--- src/rtl/scsi_irqstat_pkg.sv ---
// Package: shared widths, register addresses, bit positions and command codes
// for the SCSI interrupt/status register block.
package scsi_irqstat_pkg;
    parameter int ADDR_W = 4;
    parameter int DATA_W = 8;
    parameter int STEP_W = 3;
    parameter int CODE_W = 7;

    localparam logic [ADDR_W-1:0] A_CNT_LO = 4'd0;
    localparam logic [ADDR_W-1:0] A_CNT_MD = 4'd1;
    localparam logic [ADDR_W-1:0] A_CNT_HI = 4'd2;
    localparam logic [ADDR_W-1:0] A_CMD    = 4'd3;
    localparam logic [ADDR_W-1:0] A_STAT   = 4'd4;
    localparam logic [ADDR_W-1:0] A_CAUSE  = 4'd5;
    localparam logic [ADDR_W-1:0] A_STEP   = 4'd6;
    localparam logic [ADDR_W-1:0] A_FLAGS  = 4'd7;
    localparam logic [ADDR_W-1:0] A_CFG1   = 4'd8;

    localparam int ST_INT    = 7;
    localparam int ST_TC     = 4;
    localparam int CA_BUSRST = 7;
    localparam int CA_DISC   = 5;
    localparam int CFG_NOREP = 6;

    localparam logic [CODE_W-1:0] C_FLUSH  = 7'h01;
    localparam logic [CODE_W-1:0] C_RESET  = 7'h02;
    localparam logic [CODE_W-1:0] C_BUSRST = 7'h03;
    localparam logic [CODE_W-1:0] C_MSGACC = 7'h12;
    localparam logic [CODE_W-1:0] C_ENSEL  = 7'h44;
    localparam logic [CODE_W-1:0] C_DISSEL = 7'h45;

    typedef struct packed {
        logic flush;
        logic reset;
        logic busrst;
        logic msgacc;
        logic ensel;
        logic dissel;
    } cmd_act_t;
endpackage

--- src/rtl/scsi_cmd_decode.sv ---
// Command decoder: turns a host write to the command register into
// one-cycle action strobes. Assumes bit 7 of the command is a transfer
// mode flag that does not change the action.
module scsi_cmd_decode
    import scsi_irqstat_pkg::*;
(
    input  logic              cmd_wr,
    input  logic [DATA_W-1:0] cmd_byte,
    output cmd_act_t          act
);
    logic [CODE_W-1:0] code;
    assign code = cmd_byte[CODE_W-1:0];

    // Match the code against the supported commands.
    always_comb begin
        act        = '0;
        act.flush  = cmd_wr && (code == C_FLUSH);
        act.reset  = cmd_wr && (code == C_RESET);
        act.busrst = cmd_wr && (code == C_BUSRST);
        act.msgacc = cmd_wr && (code == C_MSGACC);
        act.ensel  = cmd_wr && (code == C_ENSEL);
        act.dissel = cmd_wr && (code == C_DISSEL);
    end
endmodule

--- src/rtl/scsi_cfg_regs.sv ---
// Host-written registers: the three transfer-count bytes, the command byte,
// configuration 1, and the flag recording that the upper count byte has
// been written since reset. Assumes soft_rst is one cycle wide.
module scsi_cfg_regs
    import scsi_irqstat_pkg::*;
#(
    parameter logic [DATA_W-1:0] CFG1_INIT = 8'd7
) (
    input  logic              clk,
    input  logic              rst_n,
    input  logic              soft_rst,
    input  logic              wr_en,
    input  logic [ADDR_W-1:0] addr,
    input  logic [DATA_W-1:0] wdata,
    output logic [DATA_W-1:0] cnt_lo,
    output logic [DATA_W-1:0] cnt_md,
    output logic [DATA_W-1:0] cnt_hi,
    output logic [DATA_W-1:0] cmd_q,
    output logic [DATA_W-1:0] cfg1,
    output logic              hi_written
);
    // Store host writes; reset loads the configuration default.
    always_ff @(posedge clk) begin
        if (!rst_n || soft_rst) begin
            cnt_lo     <= '0;
            cnt_md     <= '0;
            cnt_hi     <= '0;
            cmd_q      <= '0;
            cfg1       <= CFG1_INIT;
            hi_written <= 1'b0;
        end else if (wr_en) begin
            case (addr)
                A_CNT_LO: cnt_lo <= wdata;
                A_CNT_MD: cnt_md <= wdata;
                A_CNT_HI: begin
                    cnt_hi     <= wdata;
                    hi_written <= 1'b1;
                end
                A_CMD:  cmd_q <= wdata;
                A_CFG1: cfg1  <= wdata;
                default: ;
            endcase
        end
    end

    // reset reloads configuration 1 and forgets the upper-count write.
    a_r8_soft_reset_cfg: assert property (@(posedge clk) disable iff (!rst_n)
        soft_rst |=> (cfg1 == CFG1_INIT) && !hi_written);
    // after an upper-count write, the written flag is set.
    a_r4_hi_written: assert property (@(posedge clk) disable iff (!rst_n)
        (wr_en && addr == A_CNT_HI && !soft_rst) |=> hi_written && cnt_hi == $past(wdata));
endmodule

--- src/rtl/scsi_irq_core.sv ---
// Interrupt/status core: status, cause, step and flags registers plus the
// registered interrupt line. Clears from a cause read or a command are
// applied first, then event strobes and command-set bits are merged, so
// events posted in the same cycle are never lost.
module scsi_irq_core
    import scsi_irqstat_pkg::*;
(
    input  logic              clk,
    input  logic              rst_n,
    input  cmd_act_t          act,
    input  logic              rep_dis,
    input  logic              cause_rd,
    input  logic              cnt_wr,
    input  logic [DATA_W-1:0] ev_cause,
    input  logic [DATA_W-1:0] ev_stat,
    input  logic              ev_step_we,
    input  logic              ev_flags_we,
    input  logic [DATA_W-1:0] ev_val,
    input  logic              ev_raise,
    output logic [DATA_W-1:0] status,
    output logic [DATA_W-1:0] cause,
    output logic [STEP_W-1:0] step,
    output logic [DATA_W-1:0] flags,
    output logic              irq_q
);
    logic [DATA_W-1:0] st_n, ca_n, fl_n;
    logic [STEP_W-1:0] sp_n;
    logic              raise;
    logic              busrst_ok;

    assign busrst_ok = act.busrst && !rep_dis;
    assign raise     = ev_raise || busrst_ok || act.msgacc || act.dissel;

    // Compute the next register state: clears first, then sets.
    always_comb begin
        st_n = status;
        ca_n = cause;
        sp_n = step;
        fl_n = flags;
        if (cause_rd) begin
            ca_n         = '0;
            sp_n         = '0;
            st_n[ST_TC]  = 1'b0;
            st_n[ST_INT] = 1'b0;
        end
        if (cnt_wr)                  st_n[ST_TC] = 1'b0;
        if (act.ensel || act.dissel) ca_n = '0;
        if (act.flush)               fl_n = '0;
        if (act.msgacc) begin
            ca_n[CA_DISC] = 1'b1;
            sp_n          = '0;
            fl_n          = '0;
        end
        if (busrst_ok) ca_n[CA_BUSRST] = 1'b1;
        ca_n = ca_n | ev_cause;
        st_n[DATA_W-2:0] = st_n[DATA_W-2:0] | ev_stat[DATA_W-2:0];
        if (ev_step_we)  sp_n = ev_val[STEP_W-1:0];
        if (ev_flags_we) fl_n = ev_val;
        if (raise)       st_n[ST_INT] = 1'b1;
    end

    // Register state and the interrupt line; both resets clear everything.
    always_ff @(posedge clk) begin
        if (!rst_n || act.reset) begin
            status <= '0;
            cause  <= '0;
            step   <= '0;
            flags  <= '0;
            irq_q  <= 1'b0;
        end else begin
            status <= st_n;
            cause  <= ca_n;
            step   <= sp_n;
            flags  <= fl_n;
            irq_q  <= st_n[ST_INT];
        end
    end

    // the line rises only after a raise request.
    a_r1_rise_needs_raise: assert property (@(posedge clk) disable iff (!rst_n)
        $rose(irq_q) |-> $past(raise));
    // the line tracks the status interrupt bit.
    a_r1_line_matches_bit: assert property (@(posedge clk) disable iff (!rst_n)
        irq_q == status[ST_INT]);
    // a cause read with no raise drops the line.
    a_r3_read_lowers: assert property (@(posedge clk) disable iff (!rst_n)
        (cause_rd && !raise) |=> !irq_q && step == '0);
    // a cause read with nothing new posted leaves the cause at zero.
    a_r2_read_clears: assert property (@(posedge clk) disable iff (!rst_n)
        (cause_rd && ev_cause == '0 && !busrst_ok && !act.msgacc) |=> cause == '0);
    // a count write with no terminal-count event clears that bit.
    a_r5_cnt_clears_tc: assert property (@(posedge clk) disable iff (!rst_n)
        (cnt_wr && !ev_stat[ST_TC]) |=> !status[ST_TC]);
    // enable selection with no event leaves the cause clear.
    a_r9_ensel_clears: assert property (@(posedge clk) disable iff (!rst_n)
        (act.ensel && ev_cause == '0 && !act.reset) |=> cause == '0);
endmodule

--- src/rtl/scsi_irqstat_top.sv ---
// Top of the SCSI interrupt/status register block: command decode,
// host-written registers, interrupt core and the registered read mux.
// Assumes the host never issues rd_en and wr_en in the same cycle.
module scsi_irqstat_top
    import scsi_irqstat_pkg::*;
#(
    parameter logic [DATA_W-1:0] CHIP_ID   = 8'hA5,
    parameter logic [DATA_W-1:0] CFG1_INIT = 8'd7
) (
    input  logic              clk,
    input  logic              rst_n,
    input  logic              wr_en,
    input  logic              rd_en,
    input  logic [ADDR_W-1:0] addr,
    input  logic [DATA_W-1:0] wdata,
    output logic [DATA_W-1:0] rdata,
    input  logic [DATA_W-1:0] ev_cause,
    input  logic [DATA_W-1:0] ev_stat,
    input  logic              ev_step_we,
    input  logic              ev_flags_we,
    input  logic [DATA_W-1:0] ev_val,
    input  logic              ev_raise,
    output logic              irq
);
    cmd_act_t          act;
    logic [DATA_W-1:0] cnt_lo, cnt_md, cnt_hi, cmd_q, cfg1;
    logic              hi_written;
    logic [DATA_W-1:0] status, cause, flags;
    logic [STEP_W-1:0] step;
    logic [DATA_W-1:0] rd_mux;
    logic              cause_rd, cnt_wr;

    assign cause_rd = rd_en && (addr == A_CAUSE);
    assign cnt_wr   = wr_en && (addr == A_CNT_LO || addr == A_CNT_MD || addr == A_CNT_HI);

    scsi_cmd_decode u_dec (
        .cmd_wr   (wr_en && addr == A_CMD),
        .cmd_byte (wdata),
        .act      (act)
    );

    scsi_cfg_regs #(.CFG1_INIT(CFG1_INIT)) u_cfg (
        .clk        (clk),
        .rst_n      (rst_n),
        .soft_rst   (act.reset),
        .wr_en      (wr_en),
        .addr       (addr),
        .wdata      (wdata),
        .cnt_lo     (cnt_lo),
        .cnt_md     (cnt_md),
        .cnt_hi     (cnt_hi),
        .cmd_q      (cmd_q),
        .cfg1       (cfg1),
        .hi_written (hi_written)
    );

    scsi_irq_core u_core (
        .clk         (clk),
        .rst_n       (rst_n),
        .act         (act),
        .rep_dis     (cfg1[CFG_NOREP]),
        .cause_rd    (cause_rd),
        .cnt_wr      (cnt_wr),
        .ev_cause    (ev_cause),
        .ev_stat     (ev_stat),
        .ev_step_we  (ev_step_we),
        .ev_flags_we (ev_flags_we),
        .ev_val      (ev_val),
        .ev_raise    (ev_raise),
        .status      (status),
        .cause       (cause),
        .step        (step),
        .flags       (flags),
        .irq_q       (irq)
    );

    // Select the addressed register for readback.
    always_comb begin
        case (addr)
            A_CNT_LO: rd_mux = cnt_lo;
            A_CNT_MD: rd_mux = cnt_md;
            A_CNT_HI: rd_mux = hi_written ? cnt_hi : CHIP_ID;
            A_CMD:    rd_mux = cmd_q;
            A_STAT:   rd_mux = status;
            A_CAUSE:  rd_mux = cause;
            A_STEP:   rd_mux = {{(DATA_W-STEP_W){1'b0}}, step};
            A_FLAGS:  rd_mux = flags;
            A_CFG1:   rd_mux = cfg1;
            default:  rd_mux = '0;
        endcase
    end

    // Capture read data on the read strobe.
    always_ff @(posedge clk) begin
        if (!rst_n)     rdata <= '0;
        else if (rd_en) rdata <= rd_mux;
    end

    // a cause read returns the value held before the read.
    a_r2_read_value: assert property (@(posedge clk) disable iff (!rst_n)
        cause_rd |=> rdata == $past(cause));
endmodule

--- config.mk ---
export PLATFORM = sky130hd
export DESIGN_NAME = scsi_irqstat_top
export DESIGN_NICKNAME = d
export VERILOG_FILES = /design/src/rtl/scsi_irqstat_pkg.sv /design/src/rtl/scsi_cmd_decode.sv /design/src/rtl/scsi_cfg_regs.sv /design/src/rtl/scsi_irq_core.sv /design/src/rtl/scsi_irqstat_top.sv
export SDC_FILE = /design/constraint.sdc
export NUM_CORES = 1
export LEC_CHECK = 0
export BUFFER_PORTS_ARGS = -buffer_cell sky130_fd_sc_hd__buf_2
export CELL_PAD_IN_SITES_DETAIL_PLACEMENT = 1
export CELL_PAD_IN_SITES_GLOBAL_PLACEMENT = 2
export CORE_MARGIN = 4
export CORE_UTILIZATION = 31
export DETAILED_ROUTE_END_ITERATION = 8
export GPL_TIMING_DRIVEN = 0
export PLACE_DENSITY = 0.76
export SYNTH_ARGS = -nofsm -noshare
export SYNTH_HDL_FRONTEND = slang
export SYNTH_SLANG_ARGS = --single-unit
--- constraint.sdc ---
create_clock -name clk -period 1.4 [get_ports clk]
set_input_delay 0.14 -clock clk [delete_from_list [all_inputs] [get_ports clk]]
set_output_delay 0.14 -clock clk [all_outputs]
set_load 0.02 [all_outputs]
After elaboration in Yosys (flattened, before gate mapping)
Cells that the tools add are included.
{ "word_totals": {"inputBits": 43, "wordCells": 71, "register_bits": 77} }
{ "op_classes": {"eq_ne": 14, "n_mux": 16, "bitwise": 2, "reduce_logical": 27} }
{ "ops": {"columns": ["op", "count"], "rows": [
  ["8-bit case mux with 9 select lines", 1],
  ["8-bit 2-to-1 mux", 6],
  ["4-bit by 3-bit == test with 1-bit output (second input constant)", 4],
  ["7-bit by 2-bit == test with 1-bit output (second input constant)", 2],
  ["7-bit == test (second input constant)", 2],
  ["1-bit logical AND", 10],
  ["2-bit AND reduction", 5],
  ["3-bit 2-to-1 mux", 3],
  ["4-bit by 2-bit == test with 1-bit output (second input constant)", 2],
  ["8-bit OR", 1],
  ["7-bit by 1-bit == test with 1-bit output (second input constant)", 1],
  ["7-bit by 5-bit == test with 1-bit output (second input constant)", 1],
  ["1-bit logical OR", 7],
  ["7-bit OR", 1],
  ["1-bit 2-to-1 mux", 6],
  ["3-bit nonzero test", 2],
  ["4-bit by 1-bit == test with 1-bit output (second input constant)", 1],
  ["4-bit == test (second input constant)", 1],
  ["4-bit zero test", 1],
  ["1-bit zero test", 2]
]} }

Depth between registers and ports, before layout
Gate-level depths: netlist (run 1).
{ "logic_depth": {"word_depth": 8, "ltp_mapped": 8, "ltp_nobuf": 4} }

Hierarchy
A second synthesis (run 1) with hierarchy kept.
{ "hier_totals": {"cells_unflattened": 388, "hier_area_um2": 3699.8} }
{ "by_module_without_submodules": {"columns": ["module", "area_per_inst_um2", "seq_area_each_um2", "cells_each", "n_inst"], "rows": [
  ["scsi_cfg_regs", 1574.0, 820.8, 150, 1],
  ["scsi_irqstat_top", 1044.8, 160.2, 135, 1],
  ["scsi_irq_core", 987.2, 540.5, 91, 1],
  ["scsi_cmd_decode", 93.8, 0.0, 12, 1]
]} }

Worst setup path before layout (run 1)
Ideal clock, no wire load.
{ "synth_timing": {"kind": "input port to flip-flop", "from": "input port addr[2]", "to": "register rdata[6]", "required_time_ns": 1.271, "cell_stages": 5, "arrival_ns": 1.293, "setup_slack_ns": -0.022, "path_cell_list": "buf_2 mux4_2 nor3b_1 a2111oi_0 o21ai_0"} }
{ "synth_via": {"elab_chain_cells": 2, "elab_cells_between_ends": 10, "cone_classes": "eq/ne (8); mux (1); reduce/logical (1)"} }
{ "synth_lines": {"columns": ["item", "line", "rtl"], "rows": [
  ["start: declaration", "scsi_irqstat_top.sv:14", "input logic [ADDR_W-1:0] addr,"],
  ["4-bit == test, or another cell as far along", "scsi_irqstat_top.sv:79", "case (addr)"],
  ["8-bit case mux with 9 select lines (*)", "scsi_irqstat_top.sv:79", null],
  ["end signal: assignment", "scsi_irqstat_top.sv:96", "else if (rd_en) rdata <= rd_mux;"],
  ["end: declaration", "scsi_irqstat_top.sv:16", "output logic [DATA_W-1:0] rdata,"]
]} }
Mark *: on every way between the ends. The rest lies on a longest branch, timed or not.
A chain may end at the register's enable or synchronous reset.

Final worst setup path (run 1)
{ "layout_timing": {"from": "register u_core.cause[6]", "to": "register rdata[6]"} }
{ "layout_via": {"elab_chain_cells": 1} }
{ "layout_lines": {"columns": ["item", "line", "rtl"], "rows": [
  ["start: declaration", "scsi_irq_core.sv:21", "output logic [DATA_W-1:0] cause,"],
  ["start signal: assignment", "scsi_irq_core.sv:72", "cause <= ca_n;"],
  ["8-bit case mux with 9 select lines", "scsi_irqstat_top.sv:79", null]
]} }
Every way passes these cells.

==> results of run 1 <==
## stage by stage
step / instance area, um2 / hold slack, ns
4_1_cts: 4460 / 0.00444
6_report: 4560 / 0.00410
5_1_grt: 4560 / 0.0120
3_3_place_gp: 4000 / 0.347
3_5_place_dp: 4000 / 0.354
2_1_floorplan: 3600 / 0.256
## logic make-up after synthesis
group | share of synthesized area [%]
AND/OR/NAND/NOR | 26.3
multiplexers | 7.99
AO/OA/AOI/OAI | 18.0
flip-flops | 42.2
buffers and inverters | 5.52
## power by group through the flow
stage	Combinational [mW]	Clock, mW	Sequential, mW
floorplan	0.317	0	2.32
global placement	0.533	0	2.33
detailed placement	0.543	0	2.34
CTS	0.567	2.66	2.29
global route	0.647	2.78	2.30
finish	0.602	2.63	2.29
## area by class of cell
| class | count | area share [%] |
|---|---|---|
| plain buffers | 36 | 4.88 |
| clock buffers | 13 | 5.92 |
| clock inverters | 3 | 1.48 |
| inverters | 4 | 0.329 |
| multi-input cells | 300 | 43.7 |
| flip-flops and latches | 76 | 33.4 |
| well taps | 143 | 3.92 |
| repair buffers | 53 | 6.31 |
## placed cells by master (no fill, tap or decap), types with 3 or more instances in the layout
cell type and count:
o21ai_0 7, nand2b_1 5, nor3b_1 10, clkbuf_4 10, a32oi_1 4, nand4b_1 4, and3_1 6, a21boi_0 4
clkbuf_16 9, a22oi_1 3, dfxtp_1 73, a31oi_1 11, buf_6 3, nand3b_1 9, buf_2 58, clkbuf_1 4
nand2_1 53, nand3_1 27, a211o_1 3, inv_1 3, mux2i_1 22, nor2_1 32, a21o_1 3, clkbuf_8 3
o2bb2ai_1 3, buf_4 11, a21oi_1 36, nor3_1 3, dfxtp_2 3, nor2b_1 6
## worst reg2reg max path: cells and delay by family (launching register included)
kind / cells / cell delay (ns)
AO/OA/AOI/OAI: 2 / 0.38
multiplexers: 1 / 0.46
AND/OR/NAND/NOR: 1 / 0.17
flip-flops: 1 / 0.32
## metal layers
| metal | global-route usage (%) | share of wire (%) | routed length, um | vias up |
|---|---|---|---|---|
| met5 | 0 | 0 | 0 | - |
| met4 | 6.88 | 1.8 | 245 | 0 |
| met3 | 4.28 | 4.8 | 664 | 18 |
| met2 | 35.1 | 48 | 6600 | 86 |
| met1 | 28.2 | 46 | 6370 | 1741 |
| li1 | - | - | - | 1635 |
## state kept, by name (all words and copies together) (netlist names)
register	cells
rdata	8
u_cfg.cfg1	8
u_cfg.cmd_q	8
u_cfg.cnt_hi	8
u_cfg.cnt_lo	8
u_cfg.cnt_md	8
u_cfg.hi_written	1
u_core.cause	8
u_core.flags	8
u_core.status	8
u_core.step	3
## path summary, 6_finish.rpt
| path | slack (ns) | end | start | depth (start not counted) |
|---|---|---|---|---|
| setup / recovery | -0.07 | rdata[6]$_SDFFE_PN0P_ | u_core.cause[6]$_SDFF_PP0_ | 4 |
| hold / removal | 0.004 | u_core.status[6]$_SDFF_PP0_ | ev_stat[6] | 3 |
| setup reg to reg | -0.07 | rdata[6]$_SDFFE_PN0P_ | u_core.cause[6]$_SDFF_PP0_ | 4 |
| hold reg to reg | 0.45 | rdata[7]$_SDFFE_PN0P_ | rdata[7]$_SDFFE_PN0P_ | 2 |
## what timing repair did
item / 4_1_cts / 5_1_grt
setup buffers: 3 / 6
hold buffers: 0 / 0
pin swaps: 8 / 9
setup endpoints to repair: 36 / 64
gates cloned: 0 / 1
gates resized for setup: 26 / 19
==> flow_summary.json, run 1 <==
{
  "total_power_mw": 5.53,
  "fin_cells": 628,
  "arrival_ns": 1.68,
  "drc_errors": 0,
  "gr-total-overflow": 0,
  "p_leak_nw": 1.79,
  "fin_crit_sh_pct": 105,
  "p_sw_mw": 1.35,
  "wl_per_cell_um": 22.1,
  "yosysTopAreaCell": "dfxtp_1",
  "fillers": 1363,
  "grt_use_total_pct": 21.4,
  "synth_nets": 459,
  "synth_warnings": 0,
  "synth.top_cells.by_area": "dfxtp_1 42%, mux2i_1 6.1%, nand2_1 5.6%",
  "crit_type": "flip-flop to flip-flop",
  "synth_edf_count": 0,
  "max_slew.worst_pin.slew_ns": 0.648,
  "crit_slowest_cell": "mux4_2",
  "maxSlewViolCount": 0,
  "violations": "setup timing",
  "htreeDepth": 3,
  "grt_pass1_vias": 3642,
  "firstDrtPassIters": 4,
  "slowest_delay_ns": 0.46,
  "min_path_type": "input port to flip-flop",
  "row_count": 39,
  "power_frac_seq_pct": 41.5,
  "synth_cell_type_count": 55,
  "drtIter0Drc": 222,
  "ant_nets": 0,
  "die_width_um": 116,
  "synth-seq-cells": 76,
  "antennaDiodeCount": 0,
  "die-height_um": 116,
  "grt_max_degree": 13,
  "path_cells": "mux4_2 -> nor3b_4 -> a2111oi_4 -> o21ai_1",
  "p_sw_share_pct": 24.5,
  "rsz0062_at_grt": "true",
  "layout-drive-gt1-share_pct": 26.2,
  "setup_viol": 2,
  "clockBufferDepth": 2,
  "path_max_fanout": 2,
  "ys.flop_type": "dfxtp_1",
  "numCtsBuffers": 9,
  "setup.worst_path.end_class": "flip-flop",
  "slew_headroom_pct": 56.8,
  "routed_wl_um": 13900,
  "start_util_pct": 31.5,
  "gp_congestion": 0.874,
  "ff_latch_area_um2": 1530,
  "post_drt_via_cell_ratio": 5.54,
  "hold_violations": 0,
  "clock_latency_ns": 0.34,
  "synth_area_um2": 3600,
  "timing.final.ws_setup_ns": -0.0670,
  "cts_sinks": 76,
  "fmax_mhz": 682,
  "vias": 3480,
  "power_density_nw_per_um2": 1210,
  "antenna_found_initial": 0,
  "multi_input_area_um2": 2000,
  "avgSynthCellArea_um2": 8.66,
  "pre_cts_ws_ns": -0.841,
  "cts_root_buf": "clkbuf_16",
  "period_needed_ns": 1.47,
  "final_core_util_pct": 40.0,
  "peakVddDrop_uv": 954,
  "synthTopCellsByCount": "76 x dfxtp_1, 54 x nand2_1, 36 x a21oi_1",
  "io_pins": 52,
  "outcome": "finished, violations left",
  "ys_seq_area_share_pct": 42.2,
  "synth_most_common_cell": "dfxtp_1",
  "syn-instance-count": 416,
  "fp.coreArea_um2": 11400,
  "required_ns": 1.62,
  "finClkSkew_ns": 0.00916,
  "synth.top_cell.area_share_pct": 42.2,
  "synthArstFlopShare_pct": 0,
  "area_growth_pct": 26.7,
  "pwr-share-clk_pct": 47.6,
  "start_kind": "flip-flop",
  "die_area_um2": 13400,
  "dp_cells": 602,
  "dp_hpwl_um": 9960,
  "io_buffers": 43,
  "internal-power_mw": 4.18,
  "cp_top_family": "multiplexers",
  "maxCapViolCount": 0,
  "clk_pin_slew_worst_paths_ns": 0.05,
  "final_nets": 523,
  "fin_setup_tns_ns": -0.0823,
  "tritoncts": "built",
  "crit_buf_inv": 0,
  "grt_pass1_wl_um": 21100,
  "comb_power_share_pct": 10.9
}
Power figures use the tool's default switching activity.
==> run 2: changes to the inputs <==
- CORE_UTILIZATION: 31 -> 34
- HOLD_SLACK_MARGIN: default -> 0.12
- PLACE_DENSITY: 0.76 -> 0.79
- clock period: 1.4 -> 1.6 ns (I/O delays scaled with it)
==> flow_summary.json, run 2 (same netlist as run 1, synthesis figures left out) <==
{
  "outcome": "finished, violations left",
  "violations": "setup timing",
  "vias": 3507,
  "dp_hpwl_um": 9830,
  "row_count": 37,
  "finClkSkew_ns": 0.00935,
  "clock_latency_ns": 0.36,
  "firstDrtPassIters": 6,
  "layout-drive-gt1-share_pct": 20.2,
  "io_buffers": 43,
  "fillers": 1249,
  "slowest_delay_ns": 0.49,
  "timing.final.ws_setup_ns": -0.0525,
  "hold_violations": 0,
  "die-height_um": 111,
  "drc_errors": 0,
  "drtIter0Drc": 236,
  "required_ns": 1.84,
  "grt_pass1_wl_um": 20800,
  "finish.instance_area_um2": 4460,
  "clk_pin_slew_worst_paths_ns": 0.08,
  "tritoncts": "built",
  "r2r_cells": 4,
  "pre_cts_ws_ns": -0.633,
  "rr_endpoint": "rdata[6]$_SDFFE_PN0P_",
  "peakVddDrop_uv": 356,
  "endpoint": "rdata[6]$_SDFFE_PN0P_",
  "setup_viol": 1,
  "gr-total-overflow": 0,
  "mostFrequentLayoutCells": "75 x dfxtp_1, 67 x buf_2, 54 x nand2_1",
  "fp.coreArea_um2": 10300,
  "gp_congestion": 0.913,
  "rsz0062_at_grt": "true",
  "clockBufferDepth": 2,
  "antenna_found_initial": 0,
  "cts_root_buf": "clkbuf_8",
  "post_drt_via_cell_ratio": 5.52,
  "grt_max_degree": 12,
  "maxSlewViolCount": 0,
  "cts_sinks": 76,
  "wl_per_cell_um": 21.2,
  "min_path_type": "input port to flip-flop",
  "timing.rr.start": "u_core.cause[6]$_SDFF_PP0_",
  "area_growth_pct": 23.7,
  "start_kind": "flip-flop",
  "antennaDiodeCount": 0,
  "start_util_pct": 34.9,
  "fin_crit_sh_pct": 103,
  "final_nets": 538,
  "final_common_cell": "dfxtp_1",
  "htreeDepth": 3,
  "p_leak_nw": 1.73,
  "die_width_um": 111,
  "arrival_ns": 1.89,
  "slew_headroom_pct": 61.1,
  "place_area_um2": 3990,
  "crit_slowest_cell": "mux4_2",
  "numCtsBuffers": 9,
  "ant_nets": 0,
  "die_area_um2": 12300,
  "crit_type": "flip-flop to flip-flop",
  "maxCapViolCount": 0,
  "worstSetupStartpoint": "u_core.cause[6]$_SDFF_PP0_",
  "fmax_mhz": 605,
  "path_cells": "mux4_2 -> nor3b_4 -> a2111oi_4 -> o21ai_1",
  "setup.worst_path.end_class": "flip-flop",
  "grt_pass1_vias": 3583,
  "io_pins": 52,
  "max_slew.worst_pin.slew_ns": 0.581,
  "power_density_nw_per_um2": 867,
  "routed_wl_um": 13400,
  "path_max_fanout": 2,
  "grt_use_total_pct": 22.1,
  "period_needed_ns": 1.65,
  "r2r_slack_ns": -0.05
}
run 2: cell types whose count changed in the layout (fill, tap and decap cells not counted), moves of 2 or more:
cell | before | now
buf_2 | 58 | 67
buf_4 | 11 | 2
bufinv_16 | 2 | 0
clkbuf_1 | 4 | 8
clkbuf_16 | 9 | 0
clkbuf_2 | 2 | 0
clkbuf_4 | 10 | 0
clkbuf_8 | 3 | 11
clkinv_2 | 0 | 2
dfxtp_1 | 73 | 75
dfxtp_2 | 3 | 1
dlygate4sd3_1 | 0 | 24
run 2: worst min-delay path by stage:
stage / startpoint / to / slack, ns / cells after the start
floorplan: ev_stat[6] / u_core.status[6]$_SDFF_PP0_ / 0.28 / 2
global placement: ev_stat[6] / u_core.status[6]$_SDFF_PP0_ / 0.36 / 3
detailed placement: ev_stat[6] / u_core.status[6]$_SDFF_PP0_ / 0.37 / 3
CTS: ev_val[7] / u_core.flags[7]$_SDFFE_PP0P_ / 0.12 / 3
global route: ev_val[6] / u_core.flags[6]$_SDFFE_PP0P_ / 0.14 / 3
finish: ev_val[5] / u_core.flags[5]$_SDFFE_PP0P_ / 0.14 / 3
run 2: layout make-up:
class | instances | area, um2 | area share, %
buffer | 36 | 184 | 4.13
clock buffer | 13 | 159 | 3.57
clock inverter | 2 | 10.0 | 0.225
inverter | 4 | 15.0 | 0.337
multi-input combinational | 300 | 1930 | 43.4
sequential | 76 | 1520 | 34.2
tap | 136 | 170 | 3.82
timing repair buffer | 68 | 463 | 10.4
run 2: critical path: cells and delay by family, from the launching register on:
family	cells	cell delay (ns)
AOI/OAI and AO/OA	2	0.55
muxes	1	0.49
DFF	1	0.33
and+or+nand+nor	1	0.18
run 2: through the flow:
stage          util [%]  total power [mW]  setup TNS (ns)  cells  hold WS, ns
3_3_place_gp       38.6              2.50          -10.72    595        0.363
3_5_place_dp       38.6              2.52          -12.95    595        0.373
5_1_grt            43.2              4.03         -0.0675    635        0.140
6_report           43.2              3.86         -0.0525    635        0.140
2_1_floorplan         -              2.31               0    416        0.276
4_1_cts            42.8              3.90               0    635        0.121
run 2: timing repair:
action | 4_1_cts | 5_1_grt
gates cloned | 0 | 0
pin swaps | 1 | 2
resized for setup | 5 | 6
hold endpoints to repair | 24 | 0
hold buffers | 24 | 0
setup buffers | 1 | 0
endpoints found under the setup margin | 11 | 4
run 2: where the power goes:
| part | internal, mW | switching [mW] | total, mW |
|---|---|---|---|
| Combinational | 0.216 | 0.317 | 0.533 |
| Clock | 0.636 | 0.694 | 1.33 |
| Sequential | 1.96 | 0.0441 | 2.00 |
| Total | 2.81 | 1.06 | 3.86 |
run 2: layer usage:
| metal | GRT usage [%] | share of wire (%) | wire length [um] | vias up |
|---|---|---|---|---|
| met2 | 34.7 | 46 | 6230 | 119 |
| li1 | - | - | - | 1654 |
| met4 | 7.64 | 2.5 | 337 | 0 |
| met5 | 0 | 0 | 0 | - |
| met1 | 29.4 | 45 | 6080 | 1706 |
| met3 | 5.51 | 5.8 | 786 | 28 |
==> run 3: changes to the inputs <==
- SETUP_SLACK_MARGIN: default -> 0.05
==> flow_summary.json, run 3 (same netlist as run 1, synthesis figures left out) <==
{
  "io_pins": 52,
  "drtIter0Drc": 240,
  "vias": 3491,
  "hold_violations": 0,
  "die-height_um": 111,
  "io_buffers": 43,
  "crit_type": "flip-flop to flip-flop",
  "slew_headroom_pct": 58.2,
  "cts_sinks": 76,
  "final_core_util_pct": 43.3,
  "finish.instance_area_um2": 4470,
  "outcome": "finished, violations left",
  "die_area_um2": 12300,
  "max_slew.worst_pin.slew_ns": 0.626,
  "fin_setup_tns_ns": -0.0415,
  "rr_endpoint": "rdata[6]$_SDFFE_PN0P_",
  "drc_errors": 0,
  "area_growth_pct": 24.0,
  "die_width_um": 111,
  "timing.final.ws_setup_ns": -0.0415,
  "fp.coreArea_um2": 10300,
  "start_kind": "flip-flop",
  "post_drt_via_cell_ratio": 5.49,
  "mostFrequentLayoutCells": "75 x dfxtp_1, 67 x buf_2, 54 x nand2_1",
  "worstSetupStartpoint": "u_core.cause[6]$_SDFF_PP0_",
  "firstDrtPassIters": 4,
  "grt_use_total_pct": 22.1,
  "numCtsBuffers": 9,
  "clockBufferDepth": 2,
  "fin_crit_sh_pct": 103,
  "start_util_pct": 34.9,
  "pre_cts_ws_ns": -0.633,
  "dp_hpwl_um": 9830,
  "peakVddDrop_uv": 356,
  "path_max_fanout": 2,
  "fin_cells": 636,
  "required_ns": 1.84,
  "gp_congestion": 0.913,
  "wl_per_cell_um": 21.2,
  "place_area_um2": 3990,
  "htreeDepth": 3,
  "violations": "setup timing",
  "antenna_found_initial": 0,
  "final_common_cell": "dfxtp_1",
  "fmax_mhz": 609,
  "power_density_nw_per_um2": 865,
  "timing.rr.start": "u_core.cause[6]$_SDFF_PP0_",
  "holdCritStartpoint": "ev_val[5]",
  "final_nets": 539,
  "gr-total-overflow": 0,
  "grt_pass1_vias": 3583,
  "grt_max_degree": 12,
  "setup_viol": 1,
  "setup.worst_path.end_class": "flip-flop",
  "period_needed_ns": 1.64,
  "maxSlewViolCount": 0,
  "finClkSkew_ns": 0.00981,
  "r2r_cells": 4,
  "tritoncts": "built",
  "dp_cells": 595,
  "clk_pin_slew_worst_paths_ns": 0.08,
  "antennaDiodeCount": 0,
  "cts_root_buf": "clkbuf_8",
  "arrival_ns": 1.89,
  "ant_nets": 0,
  "clock_latency_ns": 0.36,
  "layout-drive-gt1-share_pct": 20.8,
  "routed_wl_um": 13500,
  "r2r_slack_ns": -0.04,
  "min_path_type": "input port to flip-flop",
  "endpoint": "rdata[6]$_SDFFE_PN0P_",
  "row_count": 37,
  "p_leak_nw": 1.74,
  "grt_pass1_wl_um": 20800,
  "rsz0062_at_grt": "true",
  "maxCapViolCount": 0
}
-- run 3: changes by cell type in the layout (fill, tap and decap cells not counted), sizes merged --
cell / change
buf: +1
-- run 3: power by group --
part / total, mW / switching (mW) / internal, mW
logic: 0.534 / 0.317 / 0.217
clock network: 1.33 / 0.696 / 0.636
registers: 2.00 / 0.0440 / 1.96
-- run 3: per-layer routing --
metal / global-route usage, % / wire length [um] / up-vias
li1: - / - / 1656
met1: 29.4 / 6140 / 1690
met2: 34.7 / 6260 / 116
met3: 5.51 / 742 / 29
met4: 7.64 / 332 / 0
met5: 0 / 0 / -
-- run 3: layout make-up --
cell class                      instances  area [um2]
Buffer                                 36         185
Clock buffer                           13         159
Timing Repair Buffer                   69         470
Sequential cell                        76        1520
Multi-Input combinational cell        300        1940
Fill cell                            1247        5860
Clock inverter                          2        10.0
Inverter                                4        15.0
Tap cell                              136         170
-- run 3: what timing repair did --
action	in CTS	in global routing
hold buffers	24	0
pin swaps	1	4
setup endpoints to repair	12	8
hold endpoints to repair	24	0
setup buffers	1	1
gates resized for setup	5	9
-- run 3: critical path, cell delays in order, from the launching register on --
cell       delay (ns)
dfxtp_2          0.33
mux4_2           0.49
nor3b_4          0.18
a2111oi_4        0.42
o21ai_1          0.12
-- run 3: worst min-delay path by stage --
| stage | end | slack (ns) | cells after the start |
|---|---|---|---|
| after floorplan | u_core.status[6]$_SDFF_PP0_ | 0.28 | 2 |
| after global placement | u_core.status[6]$_SDFF_PP0_ | 0.36 | 3 |
| after detailed placement | u_core.status[6]$_SDFF_PP0_ | 0.37 | 3 |
| after CTS | u_core.flags[7]$_SDFFE_PP0P_ | 0.12 | 3 |
| after global routing | u_core.flags[6]$_SDFFE_PP0P_ | 0.14 | 3 |
| final | u_core.flags[5]$_SDFFE_PP0P_ | 0.14 | 3 |
-- run 3: through the flow --
| stage | power [mW] | hold WS (ns) |
|---|---|---|
| after floorplan | 2.31 | 0.276 |
| after global placement | 2.50 | 0.363 |
| after detailed placement | 2.52 | 0.373 |
| after CTS | 3.90 | 0.121 |
| after global routing | 4.03 | 0.140 |
| final | 3.87 | 0.139 |
